`src/rtl/usb_ep_pkg.sv`:
```
package usb_ep_pkg;
  typedef enum logic [2:0] {
    ST_READY   = 3'b000,
    ST_DATAIN  = 3'b001,
    ST_FULL    = 3'b010,
    ST_TX_ERR  = 3'b011,
    ST_RX_ERR  = 3'b100,
    ST_BUSY    = 3'b101,
    ST_STALL   = 3'b110,
    ST_INVALID = 3'b111
  } ep_st_e;

  typedef enum logic [1:0] {
    HS_NONE  = 2'b00,
    HS_ACK   = 2'b01,
    HS_NAK   = 2'b10,
    HS_STALL = 2'b11
  } hs_e;

  typedef enum logic [1:0] {
    TOK_OUT   = 2'b00,
    TOK_IN    = 2'b01,
    TOK_SETUP = 2'b10,
    TOK_RSVD  = 2'b11
  } tok_e;

  localparam int unsigned ST_W = 3;
  localparam int unsigned HS_W = 2;
endpackage

```
`src/rtl/usb_ep_slot.sv`:
```
module usb_ep_slot
  import usb_ep_pkg::*;
#(
  parameter bit IS_CTRL = 1'b0
) (
  input  logic   clk_i,
  input  logic   rst_ni,
  input  logic   sel_i,
  input  logic   tok_valid_i,
  input  tok_e   tok_type_i,
  input  logic   rx_ok_i,
  input  logic   rx_err_i,
  input  logic   tx_ack_i,
  input  logic   tx_timeout_i,
  input  logic   stage_tok_i,
  input  logic   stage_done_i,
  input  logic   bus_reset_i,
  input  logic   cfg_i,
  input  logic   fifo_init_i,
  input  logic   stall_req_i,
  output ep_st_e st_o,
  output hs_e    hs_o,
  output logic   full_o,
  output logic   empty_o
);
  ep_st_e st_q, st_d;
  hs_e    hs_q, hs_d;
  logic   full_q, full_d, empty_q, empty_d;

  always_comb begin
    st_d    = st_q;
    hs_d    = HS_NONE;
    full_d  = 1'b0;
    empty_d = 1'b0;
    if (bus_reset_i) begin
      st_d = IS_CTRL ? ST_READY : ST_INVALID;
    end else if (st_q == ST_INVALID) begin
      if (!IS_CTRL && cfg_i) st_d = ST_READY;
    end else if (stall_req_i) begin
      st_d = ST_STALL;
    end else if (!IS_CTRL && cfg_i) begin
      st_d = ST_READY;
    end else if (st_q == ST_STALL) begin
      if (sel_i && tok_valid_i) begin
        if (tok_type_i == TOK_SETUP) begin
          if (IS_CTRL) st_d = ST_READY;
        end else begin
          hs_d = HS_STALL;
        end
      end else if (!IS_CTRL && fifo_init_i) begin
        st_d = ST_READY;
      end
    end else if (sel_i) begin
      if (rx_err_i) begin
        st_d = ST_RX_ERR;
      end else if (rx_ok_i) begin
        if (IS_CTRL && st_q == ST_BUSY) begin
          hs_d = HS_NAK;  // status stage owns the pipe
        end else begin
          st_d   = ST_DATAIN;
          hs_d   = HS_ACK;
          full_d = 1'b1;
        end
      end else if (tx_timeout_i) begin
        st_d = ST_TX_ERR;
      end else if (tx_ack_i) begin
        st_d    = ST_READY;
        empty_d = 1'b1;
      end else if (IS_CTRL && stage_tok_i) begin
        st_d = ST_BUSY;
      end else if (IS_CTRL && stage_done_i && st_q == ST_BUSY) begin
        st_d = ST_READY;
      end
    end
  end

  always_ff @(posedge clk_i or negedge rst_ni) begin
    if (!rst_ni) begin
      st_q    <= ST_INVALID;
      hs_q    <= HS_NONE;
      full_q  <= 1'b0;
      empty_q <= 1'b0;
    end else begin
      st_q    <= st_d;
      hs_q    <= hs_d;
      full_q  <= full_d;
      empty_q <= empty_d;
    end
  end

  assign st_o    = st_q;
  assign hs_o    = hs_q;
  assign full_o  = full_q;
  assign empty_o = empty_q;


  full_st_chk: assert property (@(posedge clk_i) disable iff (!rst_ni)
    full_q |-> st_q == ST_DATAIN);

  empty_st_chk: assert property (@(posedge clk_i) disable iff (!rst_ni)
    empty_q |-> st_q == ST_READY);

  stall_hs_chk: assert property (@(posedge clk_i) disable iff (!rst_ni)
    hs_q == HS_STALL |-> st_q == ST_STALL);

  bus_rst_chk: assert property (@(posedge clk_i) disable iff (!rst_ni)
    bus_reset_i |=> st_q == (IS_CTRL ? ST_READY : ST_INVALID));

  invalid_quiet_chk: assert property (@(posedge clk_i) disable iff (!rst_ni)
    (st_q == ST_INVALID && !bus_reset_i) |=> (hs_q == HS_NONE && !full_q && !empty_q));
endmodule

```
`src/rtl/usb_ep_hs_merge.sv`:
```
module usb_ep_hs_merge #(
  parameter int unsigned N = 8,
  parameter int unsigned W = 2
) (
  input  logic [N*W-1:0] hs_all_i,
  output logic [W-1:0]   hs_o
);
  always_comb begin
    hs_o = '0;
    for (int i = 0; i < N; i++) hs_o |= hs_all_i[i*W +: W];
  end
endmodule

```
`src/rtl/usb_ep_status_tracker.sv`:
```
module usb_ep_status_tracker
  import usb_ep_pkg::*;
#(
  parameter int unsigned NUM_EP = 8,
  localparam int unsigned EP_W  = $clog2(NUM_EP)
) (
  input  logic                   clk_i,
  input  logic                   rst_ni,
  input  logic [EP_W-1:0]        ev_ep_i,
  input  logic                   tok_valid_i,
  input  logic [1:0]             tok_type_i,
  input  logic                   rx_ok_i,
  input  logic                   rx_err_i,
  input  logic                   tx_ack_i,
  input  logic                   tx_timeout_i,
  input  logic                   stage_tok_i,
  input  logic                   stage_done_i,
  input  logic                   bus_reset_i,
  input  logic [NUM_EP-1:0]      cfg_mask_i,
  input  logic [NUM_EP-1:0]      fifo_init_i,
  input  logic [NUM_EP-1:0]      stall_req_i,
  output logic [NUM_EP*ST_W-1:0] ep_status_o,
  output logic [HS_W-1:0]        hs_o,
  output logic [NUM_EP-1:0]      full_irq_o,
  output logic [NUM_EP-1:0]      empty_irq_o
);
  logic [NUM_EP*HS_W-1:0] hs_all;
  tok_e                   tok_type;

  assign tok_type = tok_e'(tok_type_i);

  for (genvar i = 0; i < NUM_EP; i++) begin : g_ep
    ep_st_e st;
    hs_e    hs;
    usb_ep_slot #(.IS_CTRL(i == 0)) i_slot (
      .clk_i       (clk_i),
      .rst_ni      (rst_ni),
      .sel_i       (ev_ep_i == EP_W'(i)),
      .tok_valid_i (tok_valid_i),
      .tok_type_i  (tok_type),
      .rx_ok_i     (rx_ok_i),
      .rx_err_i    (rx_err_i),
      .tx_ack_i    (tx_ack_i),
      .tx_timeout_i(tx_timeout_i),
      .stage_tok_i (stage_tok_i),
      .stage_done_i(stage_done_i),
      .bus_reset_i (bus_reset_i),
      .cfg_i       (cfg_mask_i[i]),
      .fifo_init_i (fifo_init_i[i]),
      .stall_req_i (stall_req_i[i]),
      .st_o        (st),
      .hs_o        (hs),
      .full_o      (full_irq_o[i]),
      .empty_o     (empty_irq_o[i])
    );
    assign ep_status_o[i*ST_W +: ST_W] = st;
    assign hs_all[i*HS_W +: HS_W]      = hs;
  end

  usb_ep_hs_merge #(.N(NUM_EP), .W(HS_W)) i_hs_merge (
    .hs_all_i(hs_all),
    .hs_o    (hs_o)
  );


  irq_single_chk: assert property (@(posedge clk_i) disable iff (!rst_ni)
    $countones({full_irq_o, empty_irq_o}) <= 1);
endmodule

```
`config.mk`:
```
export PLATFORM = sky130hd
export DESIGN_NAME = usb_ep_status_tracker
export DESIGN_NICKNAME = d
export VERILOG_FILES = /design/src/rtl/usb_ep_pkg.sv /design/src/rtl/usb_ep_slot.sv /design/src/rtl/usb_ep_hs_merge.sv /design/src/rtl/usb_ep_status_tracker.sv
export SDC_FILE = /design/constraint.sdc
export NUM_CORES = 1
export LEC_CHECK = 0
export ABC_CLOCK_PERIOD_IN_PS = 3400
export CAP_MARGIN = 10
export CORE_UTILIZATION = 65
export DETAILED_ROUTE_END_ITERATION = 6
export DONT_BUFFER_PORTS = 1
export GPL_ROUTABILITY_DRIVEN = 1
export MAX_ROUTING_LAYER = met4
export PLACE_DENSITY = 0.78
export SYNTH_ARGS = -nofsm -noshare
export SYNTH_HDL_FRONTEND = slang
export SYNTH_SLANG_ARGS = --single-unit
```
`constraint.sdc`:
```
create_clock -name clk_i -period 3.4 [get_ports clk_i]
set_clock_uncertainty 0.15 [all_clocks]
set_input_delay 0.34 -clock clk_i [delete_from_list [all_inputs] [get_ports clk_i]]
set_output_delay 0.34 -clock clk_i [all_outputs]
set_load 0.005 [all_outputs]
```
==> impl_metrics.json <==
{
  "timing.rr.start": "g_ep[5].i_slot.st_o[2]",
  "use_met2": 0.397,
  "period_share": 0.578,
  "cap_violations": 0,
  "min_delay_path_depth": 2,
  "port_buffers": 0,
  "synth_area_leader_cell": "dfrtp_1",
  "synth_ff_type": "dfrtp_1",
  "gr-total-overflow": 0,
  "pin_count": 81,
  "cts.sinks": 56,
  "dp_slack_ns": 1.48,
  "clk_pin_slew_ns": 0.10,
  "synth_most_common_cell": "nor2_1",
  "routedWlPerCell_um": 18.1,
  "routabilityCongestion": 0.864,
  "ys_seq_area_frac": 0.441,
  "fp.dieW_um": 72.7,
  "via_count": 2469,
  "r2r_slack_ns": 1.43,
  "critical_path_depth": 4,
  "syn_area_um2": 3250,
  "use_met3": 0.0939,
  "crit_buf_inv": 0,
  "tightest_slew_ns": 0.754,
  "first_pass_iters": 4,
  "grt_setup_unrepaired": "no",
  "worst_slack_ns": 1.43,
  "slowest_delay_ns": 0.72,
  "p_per_area_nw_per_um2": 443,
  "grt_pass1_wl_mm": 11.2,
  "synth_cells": 332,
  "setup_tns_ns": 0,
  "drv_slew": 0,
  "synth_seq_cells": 56,
  "nFillCells": 370,
  "whs_ns": 0.0273,
  "cp_max_fo": 4,
  "dp_hpwl_mm": 4.93,
  "outcome": "complete, no violations",
  "power.leakage_nw": 1.34,
  "yosys-top-cells-area": "dfrtp_1 (25%), dfstp_2 (19%), a21oi_1 (4.5%)",
  "cts_tree": "built",
  "grt_busiest_layer": "met2",
  "drtIter0Drc": 243,
  "yosysWarnings": 0,
  "rows": 25,
  "holdCritStartpoint": "bus_reset_i",
  "crit_slowest_cell": "a2111oi_1",
  "rr_worst_depth": 4,
  "clock_latency_ns": 0.30,
  "power_mw": 1.45,
  "synth-edff-count": 0,
  "grt_pass1_vias": 2294,
  "drc_errors": 0,
  "synth_commonest_cells": "nor2_1 (34), dfrtp_1 (32), a21oi_1 (29)",
  "die_area_um2": 5280,
  "hp-class": "in -> reg",
  "avgSynthCellArea_um2": 9.78,
  "vdd_drop_max_mv": 0.243,
  "hold_violations": 0,
  "min_to": "g_ep[7].i_slot.st_o[2]",
  "h-tree-depth": 2,
  "syn_to_final_growth_pct": 0.848,
  "syn_nets": 371,
  "wl_mm": 6.93,
  "globalRouteMet1Util": 0.387,
  "core_area_um2": 4750,
  "crit_chain": "a2111oi_1, o21a_1, nor3_2, mux2_1",
  "fin_crit_ns": 1.97,
  "reg2reg_to": "g_ep[5].i_slot.st_o[2]",
  "crit_family": "compound AO/OA/AOI/OAI gates",
  "ys_types": 61,
  "setup_viol": 0,
  "ys_async_sr_fraction": 1.00,
  "netlist.area_leader.share": 0.247,
  "cts_made_buffers": 5,
  "critPathKind": "reg -> reg",
  "grt_start_max_net_pins": 57,
  "max_freq_mhz": 509,
  "clockBufferDepth": 2,
  "diodes": 0,
  "start_util": 0.683,
  "cp-start-kind": "flip-flop",
  "timing.slew.headroom": 0.496,
  "via_per_inst": 6.45,
  "cts_resized": 0,
  "postRouteAntennaNets": 0,
  "finalNetCount": 354,
  "antenna_found_initial": 0,
  "drive_gt1_frac": 0.152,
  "grt.total_usage": 0.286,
  "die_h_um": 72.7,
  "worstSetupEndpointType": "flip-flop",
  "cp.arrival_ns": 2.05,
  "worstPathRequired_ns": 3.48,
  "root_buffer": "clkbuf_8"
}
[what timing repair did]
item                                   CTS  global route
hold buffers                             2             0
endpoints found under the hold margin   56             0
setup buffers                            0             0
[layout by cell type (no fill, tap or decap), types with 3 or more instances in the layout]
cell type	netlist	layout
nor2_1	34	34
dfrtp_1	32	32
a21oi_1	29	29
dfstp_2	24	24
nand2_1	16	16
nand3_1	14	14
inv_1	13	13
nor3_1	12	12
mux2_1	10	10
nand2b_1	9	9
mux2i_1	9	9
nor4_1	8	8
o21ai_0	8	8
nand3b_1	7	7
and2_1	5	5
clkbuf_8	0	5
or3_1	4	4
o21bai_1	4	4
o21a_1	4	4
nand4b_1	4	4
mux2_4	4	4
a31oi_1	4	4
nor2b_1	3	3
or4_1	3	3
or2_1	3	3
o211ai_1	3	3
a221oi_1	3	3
[power breakdown]
part | internal, mW | total, mW | switching [mW]
clock | 0.147 | 0.361 | 0.214
combinational | 0.121 | 0.266 | 0.145
sequential | 0.752 | 0.822 | 0.0693
[layer usage]
layer,wire (um),up-vias,part of all wire
met5,0,-,0
met4,145,0,0.021
met3,590,14,0.085
met2,3100,117,0.45
met1,3090,1175,0.45
li1,-,1163,-
[flip-flops by register name, summed over array words and instances, names as in the netlist]
name                 flops
g_ep.i_slot.st_o        24
g_ep.i_slot.hs_o        16
g_ep.i_slot.empty_o      8
g_ep.i_slot.full_o       8
[cell families after synthesis]
| group | count (synthesis) | share of synthesized area |
|---|---|---|
| AND/OR/NAND/NOR | 143 | 0.253 |
| AO/OA/AOI/OAI | 71 | 0.153 |
| buffers and inverters | 39 | 0.0713 |
| flip-flops | 56 | 0.441 |
| multiplexers | 23 | 0.0810 |
[worst max path at each step]
stage,start,to,slack (ns)
after floorplan,g_ep[2].i_slot.st_o[0],g_ep[2].i_slot.st_o[0],1.65
after global placement,g_ep[5].i_slot.st_o[2],g_ep[5].i_slot.st_o[1],1.50
after detailed placement,g_ep[5].i_slot.st_o[2],g_ep[5].i_slot.st_o[2],1.48
after CTS,g_ep[5].i_slot.st_o[2],g_ep[5].i_slot.st_o[2],1.46
after global routing,g_ep[5].i_slot.st_o[2],g_ep[5].i_slot.st_o[2],1.38
final,g_ep[5].i_slot.st_o[2],g_ep[5].i_slot.st_o[2],1.43
[per-stage QoR]
stage | instance area (um^2) | utilization | cells
3_5_place_dp | 3150 | 0.662 | 373
5_1_grt | 3270 | 0.688 | 383
2_1_floorplan | 3250 | - | 332
6_report | 3270 | 0.688 | 383
3_3_place_gp | 3150 | 0.662 | 373
4_1_cts | 3270 | 0.688 | 383
[layout make-up]
cell class                 instances  area, um^2  share of cell area
clock inverter                     2        16.3             0.00497
inverter                          13        48.8              0.0149
sequential                        56        1430               0.437
timing repair buffer               2        37.5              0.0115
tap                               67        83.8              0.0256
multi-input combinational        237        1580               0.484
clock buffer                       6        72.6              0.0222
Power figures use the tool's default switching activity.
